File: src/rtl/gpo_pkg.sv
`timescale 1ns/1ps
package gpo_pkg;
    typedef enum logic [2:0] {
        TRX_SLEEP = 3'd0,
        TRX_WAIT  = 3'd1,
        TRX_ALERT = 3'd2,
        TRX_RX    = 3'd3,
        TRX_TX    = 3'd4
    } trx_state_e;

    typedef enum logic [2:0] {
        SL_IDLE,
        SL_RX_WAIT,
        SL_RX_ON,
        SL_TX_WAIT,
        SL_TX_ON
    } slave_state_e;
endpackage

File: src/rtl/gpo_slave_fsm.sv
`timescale 1ns/1ps
module gpo_slave_fsm
    import gpo_pkg::*;
#(
    parameter int DLY_W = 8
) (
    input  logic             clk,
    input  logic             rst_n,
    input  logic [2:0]       trx_state,
    input  logic             us_tick,
    input  logic             idle_high,
    input  logic             follow_rx,
    input  logic             follow_tx,
    input  logic [DLY_W-1:0] rx_dly,
    input  logic [DLY_W-1:0] tx_dly,
    output logic             pin_o
);
    localparam logic [DLY_W-1:0] CNT_ONE = DLY_W'(1);

    slave_state_e     st, st_nx;
    logic [DLY_W-1:0] cnt, cnt_nx;
    logic             in_rx, in_tx, rx_want, tx_want, keep, lit;

    assign in_rx   = (trx_state == TRX_RX);
    assign in_tx   = (trx_state == TRX_TX);
    assign rx_want = in_rx && follow_rx;
    assign tx_want = in_tx && follow_tx;

    always_comb begin
        st_nx  = st;
        cnt_nx = cnt;
        keep   = 1'b0;
        unique case (st)
            SL_IDLE: keep = 1'b0;
            SL_RX_WAIT: begin
                keep = rx_want;
                if (us_tick) begin
                    cnt_nx = cnt - CNT_ONE;
                    if (cnt == CNT_ONE) st_nx = SL_RX_ON;
                end
            end
            SL_RX_ON:   keep = rx_want;
            SL_TX_WAIT: begin
                keep = tx_want;
                if (us_tick) begin
                    cnt_nx = cnt - CNT_ONE;
                    if (cnt == CNT_ONE) st_nx = SL_TX_ON;
                end
            end
            SL_TX_ON:   keep = tx_want;
        endcase
        if (!keep) begin
            if (rx_want) begin
                cnt_nx = rx_dly;
                st_nx  = (rx_dly == '0) ? SL_RX_ON : SL_RX_WAIT;
            end else if (tx_want) begin
                cnt_nx = tx_dly;
                st_nx  = (tx_dly == '0) ? SL_TX_ON : SL_TX_WAIT;
            end else begin
                cnt_nx = '0;
                st_nx  = SL_IDLE;
            end
        end
    end

    always_ff @(posedge clk or negedge rst_n) begin
        if (!rst_n) begin
            st  <= SL_IDLE;
            cnt <= '0;
        end else begin
            st  <= st_nx;
            cnt <= cnt_nx;
        end
    end

    always_comb begin
        lit   = ((st == SL_RX_ON) && rx_want) || ((st == SL_TX_ON) && tx_want);
        pin_o = (idle_high && (trx_state == TRX_ALERT || in_rx || in_tx)) ^ lit;
    end

    // outside receive/transmit the tracker is idle after one edge
    a_r6_exit_idle: assert property (@(posedge clk) disable iff (!rst_n)
        (!in_rx && !in_tx) |=> (st == SL_IDLE));
    // a waiting count is never zero
    a_r3_cnt_live: assert property (@(posedge clk) disable iff (!rst_n)
        (st == SL_RX_WAIT || st == SL_TX_WAIT) |-> (cnt != '0));
    // without a tick the count stays put while waiting
    a_r7_no_tick_hold: assert property (@(posedge clk) disable iff (!rst_n)
        (st == SL_RX_WAIT && rx_want && !us_tick) |=> $stable(cnt));
    // a nonzero receive delay loads into the counter on entry
    a_r3_load: assert property (@(posedge clk) disable iff (!rst_n)
        (st == SL_IDLE && rx_want && rx_dly != '0) |=>
        (st == SL_RX_WAIT && cnt == $past(rx_dly)));
endmodule

File: src/rtl/gpo_pin_mux.sv
`timescale 1ns/1ps
module gpo_pin_mux (
    input  logic man_en,
    input  logic man_bit,
    input  logic lna_en,
    input  logic lna_bit,
    input  logic slave_bit,
    output logic pin_o
);
    always_comb begin
        if (man_en)      pin_o = man_bit;
        else if (lna_en) pin_o = lna_bit;
        else             pin_o = slave_bit;
    end
endmodule

File: src/rtl/gpo_state_slave.sv
`timescale 1ns/1ps
module gpo_state_slave #(
    parameter int NUM_GPO = 4,
    parameter int NUM_LNA = 2,
    parameter int DLY_W   = 8
) (
    input  logic                     clk,
    input  logic                     rst_n,
    input  logic [2:0]               trx_state,
    input  logic                     us_tick,
    input  logic [NUM_GPO-1:0]       cfg_idle_high,
    input  logic [NUM_GPO-1:0]       cfg_follow_rx,
    input  logic [NUM_GPO-1:0]       cfg_follow_tx,
    input  logic [NUM_GPO*DLY_W-1:0] cfg_rx_dly,
    input  logic [NUM_GPO*DLY_W-1:0] cfg_tx_dly,
    input  logic                     man_en,
    input  logic [NUM_GPO-1:0]       man_mask,
    input  logic [NUM_LNA-1:0]       lna_route_en,
    input  logic [NUM_LNA-1:0]       lna_bit,
    output logic [NUM_GPO-1:0]       gpo_out
);
    logic [NUM_GPO-1:0] slave_pin, lna_sel_en, lna_sel_bit;

    for (genvar g = 0; g < NUM_GPO; g++) begin : g_pin
        gpo_slave_fsm #(.DLY_W(DLY_W)) i_fsm (
            .clk       (clk),
            .rst_n     (rst_n),
            .trx_state (trx_state),
            .us_tick   (us_tick),
            .idle_high (cfg_idle_high[g]),
            .follow_rx (cfg_follow_rx[g]),
            .follow_tx (cfg_follow_tx[g]),
            .rx_dly    (cfg_rx_dly[g*DLY_W +: DLY_W]),
            .tx_dly    (cfg_tx_dly[g*DLY_W +: DLY_W]),
            .pin_o     (slave_pin[g])
        );
        if (g < NUM_LNA) begin : g_lna
            assign lna_sel_en[g]  = lna_route_en[g];
            assign lna_sel_bit[g] = lna_bit[g];
        end else begin : g_nolna
            assign lna_sel_en[g]  = 1'b0;
            assign lna_sel_bit[g] = 1'b0;
        end
        gpo_pin_mux i_mux (
            .man_en    (man_en),
            .man_bit   (man_mask[g]),
            .lna_en    (lna_sel_en[g]),
            .lna_bit   (lna_sel_bit[g]),
            .slave_bit (slave_pin[g]),
            .pin_o     (gpo_out[g])
        );
    end

    // manual mask owns the pins
    a_r9_manual: assert property (@(posedge clk) disable iff (!rst_n)
        man_en |-> (gpo_out == man_mask));
    // routed channel-1 LNA bit reaches pin 0
    a_r10_lna0: assert property (@(posedge clk) disable iff (!rst_n)
        (!man_en && lna_route_en[0]) |-> (gpo_out[0] == lna_bit[0]));
    // sleep and wait keep unrouted pins low
    a_r2_quiet: assert property (@(posedge clk) disable iff (!rst_n)
        (!man_en && lna_route_en == '0 && trx_state <= 3'd1) |-> (gpo_out == '0));
endmodule

File: config.mk
export PLATFORM = sky130hd
export DESIGN_NAME = gpo_state_slave
export DESIGN_NICKNAME = d
export VERILOG_FILES = /design/src/rtl/gpo_pkg.sv /design/src/rtl/gpo_slave_fsm.sv /design/src/rtl/gpo_pin_mux.sv /design/src/rtl/gpo_state_slave.sv
export SDC_FILE = /design/constraint.sdc
export NUM_CORES = 1
export LEC_CHECK = 0
export CELL_PAD_IN_SITES_DETAIL_PLACEMENT = 1
export CELL_PAD_IN_SITES_GLOBAL_PLACEMENT = 2
export CORE_MARGIN = 8
export CORE_UTILIZATION = 35
export DETAILED_ROUTE_END_ITERATION = 12
export DONT_BUFFER_PORTS = 1
export PLACE_DENSITY_LB_ADDON = 0.1
export SETUP_SLACK_MARGIN = 0.4
export SYNTH_ARGS = -nofsm -noshare
export SYNTH_HDL_FRONTEND = slang
export SYNTH_HIERARCHICAL = 1
export SYNTH_SLANG_ARGS = --single-unit
File: constraint.sdc
create_clock -name clk -period 1.61 [get_ports clk]
set_input_delay 0.322 -clock clk [delete_from_list [all_inputs] [get_ports clk]]
set_output_delay 0.322 -clock clk [all_outputs]
set_load 0.05 [all_outputs]
After elaboration in Yosys (flattened, before gate mapping)
Cells that the tools add are included.
Widths: inputs -> output; s select.
Storage, ports and cells
  bits in registers: 44
  bits of input ports: 91
  output and inout bits: 4
  logic and storage cells: 195
Cells by class
  add/subtract/negate cells: 4
  eq/ne operators: 51
  muxes and demuxes: 70
  bitwise logic cells: 4
  reduce and logical (&&, ||, !) cells: 58
Operators by type and width (number)
  $mux 8: 20
  $mux 3: 32
  $logic_not 8->1: 8
  $ne 3x3->1 const B: 20
  $eq 8x1->1 const B: 4
  $sub 8x1->8 const B: 4
  $eq 3x2->1 const B: 10
  $pmux 3 s2: 4
  $reduce_or 2->1: 12
  $logic_and 1x1->1: 20
  $reduce_and 5->1: 4
  $ne 2x2->1 const B: 8
  $eq 3x3->1 const B: 5
  $eq 3x1->1 const B: 4
  $logic_not 3->1: 4
  $pmux 1 s3: 4
  $mux 2: 4
  $reduce_and 2->1: 4
  $logic_or 1x1->1: 6
  $mux 1: 6
  $xor 1x1->1: 4

Logic depth before layout (Yosys ltp)
Gate-level depths: netlist of run 1.
  depth in word-level cells: 7
  gate-level depth with buffers: 7
  depth with buffers taken out: 6

Hierarchy
The synthesis of run 1 kept the hierarchy.
Modules (own cells, without submodules)
  gpo_slave_fsm at g_pin[0].i_fsm ...: instances 2, cells an instance 90, area each 889.6 sq um, sequential area each 275.3 sq um
  gpo_slave_fsm at g_pin[2].i_fsm: instances 1, cells an instance 89, area each 897.1 sq um, sequential area each 275.3 sq um
  gpo_slave_fsm at g_pin[3].i_fsm: instances 1, cells an instance 90, area each 892.1 sq um, sequential area each 275.3 sq um
  gpo_pin_mux: instances 4, cells an instance 3, area each 18.8 sq um, sequential area each 0.0 sq um
  gpo_state_slave: instances 1, cells an instance 1, area each 3.8 sq um, sequential area each 0.0 sq um

Least setup slack after synthesis of run 1
Ideal clock, no wire load.
  kind: input-to-output
  start: in trx_state[1]
  end: out gpo_out[0]
  arrival: 2.025 ns
  required time: 1.288 ns
  path slack: -0.737 ns
  stages on the path: 7
  path buffers: 1
  cell sequence: nor4bb_1 > clkbuf_1 > nand3b_1 > a21oi_1 > xnor2_1 > mux2i_1 > o21ai_1
Between the ends
  word-level cells in the longest chain between the ends: 7
  elaborated cells between the ends (all ways): 14
  those cells by class: eq/ne: 3; mux: 2; bitwise: 1; reduce/logical: 8
RTL lines
  from (decl): line gpo_state_slave.sv:9  | input logic [2:0] trx_state,
  $eq 3x2->1, or another cell as far along: line gpo_slave_fsm.sv:78  | pin_o = (idle_high && (trx_state == TRX_ALERT || in_rx || in_tx)) ^ lit;
  $logic_or 1x1->1, or another cell as far along: line gpo_slave_fsm.sv:78
  $logic_or 1x1->1 / $logic_and 1x1->1 (equally long branches): line gpo_slave_fsm.sv:78, gpo_slave_fsm.sv:77
  $logic_and 1x1->1 / $logic_or 1x1->1 (equally long branches): line gpo_slave_fsm.sv:78, gpo_slave_fsm.sv:77
  $xor 1x1->1 *: line gpo_slave_fsm.sv:78
  via slave_pin[0]: line gpo_state_slave.sv:22  | logic [NUM_GPO-1:0] slave_pin, lna_sel_en, lna_sel_bit;
  $mux 1 *: line gpo_pin_mux.sv:12  | else if (lna_en) pin_o = lna_bit;
  $mux 1 *: line gpo_pin_mux.sv:11  | if (man_en) pin_o = man_bit;
  to (decl): line gpo_state_slave.sv:20  | output logic [NUM_GPO-1:0] gpo_out
The timed path passes the listed nets; every way through them passes the cells marked *.

Final worst setup path of run 1
  start: reg g_pin[2].i_fsm.st[0]
  end: out gpo_out[2]
Between the ends
  word-level cells in the longest chain between the ends: 5
  elaborated cells between the ends (all ways): 7
  those cells by class: eq/ne: 2; mux: 1; bitwise: 1; reduce/logical: 3
RTL lines
  from (decl): line gpo_slave_fsm.sv:20  | slave_state_e st, st_nx;
  from (signal assigned): line gpo_slave_fsm.sv:71  | st <= st_nx;
  $eq 3x2->1 / $eq 3x3->1 (equally long branches): line gpo_slave_fsm.sv:77  | lit = ((st == SL_RX_ON) && rx_want) || ((st == SL_TX_ON) && tx_want);
  $logic_and 1x1->1: line gpo_slave_fsm.sv:77
  $logic_or 1x1->1 *: line gpo_slave_fsm.sv:77
  $xor 1x1->1 *: line gpo_slave_fsm.sv:78
  via slave_pin[2]: line gpo_state_slave.sv:22
  $mux 1 *: line gpo_pin_mux.sv:11
Marks and branches as above.

==> results of run 1 <==
==> worst max-delay path, stage by stage, from the launching register on <==
cell	delay, ps
dfrtp_1	420
nor2_1	60
and3_4	180
a21oi_2	120
xor2_1	210
mux2i_1	100
buf_4	150
o21ai_4	130
buf_12	150
==> layout by cell type (no fill, tap or decap), types with 5 or more instances in the layout <==
cell type	netlist	final
nand2_1	15	15
nor3_1	10	10
mux2i_2	0	5
nor4_4	3	7
a21oi_1	16	9
a22oi_1	33	33
xnor2_1	26	25
dfrtp_1	44	43
nor3b_1	8	6
xor2_1	10	10
nand3_1	8	6
buf_12	1	8
nor4_1	16	16
or2_2	6	6
buf_4	4	49
inv_1	8	8
mux2i_1	45	40
nor2_1	13	13
buf_6	1	16
a21oi_2	0	5
nand2b_1	7	6
o211ai_1	6	6
nand3b_4	4	5
clkbuf_8	0	5
ha_1	8	8
nand3b_1	10	10
==> per-layer routing <==
| layer | up-vias | wire, µm | track usage |
|---|---|---|---|
| met5 | - | 0 | 0 |
| met4 | 0 | 42 | 0.0312 |
| met3 | 2 | 730 | 0.0489 |
| met2 | 73 | 6010 | 0.295 |
| met1 | 1575 | 5000 | 0.199 |
| li1 | 1534 | - | - |
==> layout make-up <==
cell class              instances  area share
repair buffers                 76       0.161
well taps                     136      0.0347
multi-input cells             305       0.541
inverters                       8     0.00612
clock inverters                 3      0.0183
clock buffers                   5      0.0140
flip-flops and latches         44       0.225
==> worst max-delay path by stage <==
stage,cells past startpoint,from,slack (ps),end
floorplan,7,trx_state[1],-300,gpo_out[0]
CTS,8,g_pin[2].i_fsm/st[0],-570,gpo_out[2]
global placement,8,trx_state[1],-380,gpo_out[0]
global route,8,g_pin[2].i_fsm/st[0],-660,gpo_out[2]
finish,8,g_pin[2].i_fsm/st[0],-540,gpo_out[2]
detailed placement,7,trx_state[1],-490,gpo_out[1]
==> repair_timing <==
action / in CTS / in global routing
pin swaps: 20 / 18
endpoints found under the hold margin: 44 / 44
setup endpoints to repair: 48 / 48
setup buffers: 11 / 12
gates cloned: 4 / 0
gates resized for setup: 31 / 18
==> where the power goes <==
| part | switching, mW | internal (mW) | total (mW) |
|---|---|---|---|
| sequential | 0.0384 | 1.14 | 1.18 |
| combinational | 0.242 | 0.265 | 0.507 |
| clock | 0.442 | 0.777 | 1.22 |
| total | 0.722 | 2.18 | 2.90 |
==> registers in the layout, summed over array words and instances, names as in the netlist <==
signal	count
g_pin.i_fsm/cnt	32
g_pin.i_fsm/st	12
==> logic make-up after synthesis <==
logic type,Yosys count
buf+inv,27
xor+xnor,36
compound gates,69
mux,49
simple gates,138
flops,44
other cells,1
fa+ha+maj,8
==> metrics, run 1 <==
Post-Synth Simple-Gate Area=0.281; maximum vdd drop=0.000374 V; cell total after placement=542; failing checks=hold timing, setup timing; Tightest Pin Transition=535 ps; fmax=466 MHz; Crit Path Max Fanout=3; Setup Viol. Count Final=36; Max clock buf depth=2; layout cells sized above 1=0.333; final wirelength=11800 µm; Fin Hold WS=-302 ps; FF-to-FF End=g_pin[1].i_fsm/cnt[4]; Die W=118 µm; clk_lat worst skew=300 ps; Mean Syn Cell Area=9.80 µm²; placed cell area=4270 µm²; initial antenna violation count=0; outcome=finished, violations left; multi-input gate area in the final layout=2660 µm²; Remaining Overflow, GRT=0; arrival time worst endpoint=1830 ps; maxcap violations=0; slew margin rel.=0.640; compound-cell area share of the yosys netlist=0.126; Clock Pin Slew Worst Setup and Hold Paths=100 ps; fin nets=539; Final Hold Vio Count=44; main combinational cell family by area after synthesis=simple AND/OR/NAND/NOR gates; synth warn=6; Worst EP required=1290 ps; Cell variety after synth=48; vias in the first global route=3651; Area contributors post-synth=dfrtp_1 (30%), mux2i_1 (12%), a22oi_1 (6.8%); WL/cell=20.4 µm; Setup TNS Final=-7970 ps; largest area contributor in the netlist=dfrtp_1; FP Rows=37; most common cell in the synthesized netlist=mux2i_1; CTS tree=built; Initial Utilization=0.356; Non-Filler Instances=577; ANT cells=0; asr flop ratio synth=1.00; Area growth syn-to-layout=34.6%; post-synth top area share=0.302; total power=2.90 mW; final slew viol count=0; Hold/Removal Path Class=in2async; ys flop type=dfrtp_1; mux cell area share after synthesis=0.136; register area share after synthesis=0.302; #FFs+latches synth=44; minimum clock period=2150 ps; DR vias/cell=5.52; RSZ-0062 raised after global routing=true; reg2reg path depth=9; flop2flop setup slack=-350 ps; DRT antenna net count=0; number of synthesized flops with an enable pin=0; H-tree levels=2; register area=1100 µm²; final setup skew=6.10 ps; largest net degree at the start of global routing=45; height of the die=118 µm; die area=13900 µm²; CP Launch Type=flip-flop; total CTS buffers=5; drt drc=0; port buffer count=0; dpl ws=-488 ps; DRT iter0 DRCs=129; first-pass GRT wire length=19200 µm; Detailed Routing Iterations Pass 1=6; critical path capture point type=output port; GRT Overall Usage=0.168; Crit Path Class=reg2out; CTS sink count=44; CTS root buffer=clkbuf_8; Leak=1.89 nW; design area=4910 µm²; Mapped Area=3650 µm²; gate count of the mapped netlist=372; Placer Congestion=0.790; Post-synth top cells=mux2i_1 (45), dfrtp_1 (44), a22oi_1 (33); Pwr Density=591 nW/µm²; HPWL Detailed=8890 µm; vias=3184; core area=10200 µm²; Reg2Reg Launch Point=g_pin[1].i_fsm/st[1]; Ports=95; final period utilization=1.33; Adder-Cell Fraction of Synth Area=0.0274; Final Util=0.480; Layout fillers=1121; setup ws final=-537 ps; xor/xnor cell area share of the yosys netlist=0.0864
Note: power is estimated with default switching activity, not from simulation.
==> run 2, diff against run 1 <==
Settings changed: TNS_END_PERCENT set to 20.
==> run 2 against run 1 <==
- the run still ends with hold timing, setup timing left
- wire length down 2.4%
- die area stayed put
- largest cell class unchanged
- via count shrank 1.7%
- final cell count is 2.6% lower
- critical path depth down 1
- hold slack gained 4.1 ps
- clock power down 40%
- critical path type unchanged
==> metrics, run 2 (same netlist as run 1, synthesis figures left out) <==
outcome=finished, violations left; failing checks=hold timing, setup timing; Layout fillers=1162; Worst EP required=1290 ps; most frequent cells in the layout=buf_4 (44), mux2i_1 (43), dfrtp_1 (43), a22oi_1 (33), xnor2_1 (25); cell total after placement=541; Leak=1.74 nW; CTS tree=built; Initial Utilization=0.356; DRT iter0 DRCs=94; CTS sink count=44; height of the die=118 µm; Hold/Removal Path Class=in2async; cell breakdown of the critical path=nor2_1 -> and3_4 -> a21oi_2 -> xor2_1 -> mux2i_1 -> o21ai_4 -> buf_12; Fin Hold WS=-297 ps; HPWL Detailed=8830 µm; met1 usage=0.199; Pwr Density=514 nW/µm²; Crit Path Max Fanout=3; buffers and inverters on the worst path=1; initial antenna violation count=0; GRT Overall Usage=0.166; Final Hold Vio Count=44; Top reg by flops=g_pin.i_fsm/cnt; DRT antenna net count=0; met2 Usage GRT=0.288; ANT cells=0; final wirelength=11500 µm; final period utilization=1.24; CP startpoint=g_pin[2].i_fsm/st[1]; design area=4630 µm²; Final Util=0.452; fin nets=524; multi-input gate area in the final layout=2620 µm²; delay-heaviest family, CP=flip-flops; final slew viol count=0; met3 Track Usage GR=0.0475; RSZ-0062 raised after global routing=true; setup ws final=-388 ps; most used routing layer=met2; Placer Congestion=0.780; arrival time worst endpoint=1680 ps; Die W=118 µm; Area growth syn-to-layout=26.8%; Critical-path top delay cell=dfrtp_1; dpl ws=-388 ps; Detailed Routing Iterations Pass 1=4; DR vias/cell=5.57; H-tree levels=2; total CTS buffers=5; register area=1100 µm²; maxcap violations=0; WL/cell=20.5 µm; maximum vdd drop=0.000320 V; Remaining Overflow, GRT=0; CTS root buffer=clkbuf_8; Clock Pin Slew Worst Setup and Hold Paths=100 ps; FF-to-FF End=g_pin[0].i_fsm/cnt[6]; Setup TNS Final=-5000 ps; Tightest Pin Transition=551 ps; slew margin rel.=0.630; reg2reg path depth=7; Ports=95; Worst path max stage delay=410 ps; final setup skew=10.0 ps; flop2flop setup slack=-220 ps; vias=3131; Largest regs=g_pin.i_fsm/cnt (32), g_pin.i_fsm/st (12); Setup Viol. Count Final=29; first-pass GRT wire length=18800 µm; drt drc=0; core area=10200 µm²; total power=2.38 mW; Non-Filler Instances=562; minimum clock period=2000 ps; critical path capture point type=output port; largest net degree at the start of global routing=45; CP Launch Type=flip-flop; Max clock buf depth=2; fmax=501 MHz; commonest non-fill, non-tap cell in the layout=buf_4; placed cell area=4210 µm²; FP Rows=37; max reg flops=32; vias in the first global route=3516; Crit Path Class=reg2out; layout cells sized above 1=0.296; clk_lat worst skew=300 ps; port buffer count=0; die area=13900 µm²; Reg2Reg Launch Point=g_pin[0].i_fsm/st[1]
-- run 2: changes by cell type in the layout (fill, tap and decap cells not counted), sizes merged --
cell / change
nand3b: -1
clkinv: +1
bufinv: -3
buf: -16
clkinvlp: +2
clkbuf: +2
-- run 2: metal layers --
| metal | share of wire | wire length (µm) |
|---|---|---|
| met1 | 0.42 | 4830 |
| met2 | 0.51 | 5840 |
| met3 | 0.066 | 764 |
| met4 | 0.0049 | 56 |
| met5 | 0 | 0 |
-- run 2: how the worst max path moves through the flow --
stage,cells past startpoint,endpoint
global placement,7,gpo_out[1]
global route,6,gpo_out[0]
finish,7,gpo_out[2]
floorplan,7,gpo_out[0]
CTS,6,gpo_out[1]
detailed placement,7,gpo_out[1]
-- run 2: power by group --
group	leakage, nW	total [mW]	switching [mW]	internal [mW]
Combinational	1.10	0.475	0.233	0.242
Sequential	0.602	1.18	0.0371	1.14
Clock	0.0404	0.726	0.418	0.308
Total	1.74	2.38	0.688	1.69
-- run 2: cell type report --
class | count | share of cell area
Timing Repair Buffer | 62 | 0.133
Clock buffer | 5 | 0.0149
Clock inverter | 3 | 0.00514
Inverter | 8 | 0.00649
Sequential cell | 44 | 0.238
Tap cell | 136 | 0.0368
Multi-Input combinational cell | 304 | 0.566
-- run 2: what timing repair did --
action | in CTS | in global routing
setup endpoints to repair | 48 | 48
buffers inserted | 3 | 8
hold endpoints to repair | 44 | 44
resized for setup | 25 | 15
gates cloned | 0 | 2
pin swaps | 29 | 10
==> run 3, diff against run 2 <==
Settings changed: PLACE_DENSITY set to 0.84, PLACE_DENSITY_LB_ADDON 0.1 to unset.
==> run 3 against run 2 <==
- the flow still finishes with violations (hold timing, setup timing)
- combinational power is 2% lower
- critical path depth stayed put
- non-clock buffer count is 6 lower
- total power is 3.0% lower
- maximum frequency is 3.6% lower
- wire length is 3.9% lower
- global-route usage is 0.82 points lower
- sequential power hardly changed
- clock skew is 7.2 ps lower
- critical path type unchanged
- hold slack worse by 1.9 ps
==> metrics, run 3 (same netlist as run 1, synthesis figures left out) <==
outcome=finished, violations left; failing checks=hold timing, setup timing; Remaining Overflow, GRT=0; RSZ-0062 raised after global routing=true; maxcap violations=0; Pwr Density=511 nW/µm²; final slew viol count=0; drt drc=0; CTS tree=built; commonest non-fill, non-tap cell in the layout=dfrtp_1; vias in the first global route=3550; core area=10200 µm²; reg2reg path depth=8; fin nets=518; final period utilization=1.29; Top reg by flops=g_pin.i_fsm/cnt; Setup TNS Final=-7700 ps; FP Rows=37; total power=2.30 mW; Reg2Reg Launch Point=g_pin[0].i_fsm/st[1]; design area=4510 µm²; DR vias/cell=5.65; maximum vdd drop=0.000268 V; most frequent cells in the layout=dfrtp_1 (44), mux2i_1 (41), buf_4 (39), a22oi_1 (33), xnor2_1 (26); Hold/Removal Path Class=in2async; largest net degree at the start of global routing=45; Crit Path Class=reg2out; Critical-path top delay cell=dfrtp_1; WL/cell=19.9 µm; Setup Viol. Count Final=43; CTS root buffer=clkbuf_8; FF-to-FF End=g_pin[0].i_fsm/cnt[0]; Initial Utilization=0.356; Die W=118 µm; final setup skew=2.86 ps; final wirelength=11000 µm; Worst path max stage delay=420 ps; port buffer count=0; max reg flops=32; CTS sink count=44; GRT Overall Usage=0.157; clk_lat worst skew=300 ps; initial antenna violation count=1; height of the die=118 µm; setup ws final=-463 ps; total CTS buffers=5; placed cell area=4200 µm²; layout cells sized above 1=0.276; Largest regs=g_pin.i_fsm/cnt (32), g_pin.i_fsm/st (12); Worst EP required=1290 ps; Clock Pin Slew Worst Setup and Hold Paths=90 ps; arrival time worst endpoint=1750 ps; Leak=1.71 nW; DRT antenna net count=0; buffers and inverters on the worst path=1; Max clock buf depth=2; first-pass GRT wire length=18100 µm; critical path capture point type=output port; DRT iter0 DRCs=68; die area=13900 µm²; CP Launch Type=flip-flop; CP startpoint=g_pin[2].i_fsm/st[1]; Crit Path Max Fanout=3; fmax=483 MHz; cell breakdown of the critical path=nor2_2 -> and3_4 -> a21oi_2 -> xor2_1 -> mux2i_2 -> o21ai_4 -> buf_12; vias=3128; H-tree levels=2; HPWL Detailed=8410 µm; Fin Hold WS=-299 ps; Detailed Routing Iterations Pass 1=4; slew margin rel.=0.628; Placer Congestion=0.816; Ports=95; Area growth syn-to-layout=23.7%; Tightest Pin Transition=554 ps; minimum clock period=2070 ps; flop2flop setup slack=-300 ps; Final Hold Vio Count=44; delay-heaviest family, CP=flip-flops
## run 3: worst max-delay path by stage
stage | end | depth (start not counted)
3_5_place_dp | gpo_out[0] | 8
6_report | gpo_out[2] | 7
2_1_floorplan | gpo_out[0] | 7
5_1_grt | gpo_out[2] | 7
4_1_cts | gpo_out[2] | 7
3_3_place_gp | gpo_out[0] | 8
## run 3: routing by layer
layer,global-route usage,wire (µm)
met1,0.177,4520
met2,0.286,5780
met3,0.0254,417
met4,0.0681,329
met5,0,0
## run 3: report_power, final
part           leakage, nW  switching (mW)  internal, mW
logic                 1.07           0.226         0.239
clock network       0.0360           0.385         0.281
registers            0.604          0.0354          1.14
## run 3: through the flow
stage,setup slack [ps],util,cells
3_3_place_gp,-326,0.410,537
2_1_floorplan,-297,-,375
6_report,-463,0.441,554
4_1_cts,-475,0.434,549
5_1_grt,-538,0.441,554
3_5_place_dp,-368,0.410,537
## run 3: area by class of cell
class	count	area, µm²
fill	1140	5720
multi-input combinational	304	2560
sequential	44	1100
timing repair buffer	56	578
tap	136	170
clock buffer	5	68.8
inverter	8	30.0
antenna	1	2.50
## run 3: timing repair
action	in CTS	in global routing
resized for setup	24	8
gates cloned	2	0
pin swaps	18	7
endpoints found under the setup margin	48	48
buffers inserted	5	4
hold endpoints to repair	44	44
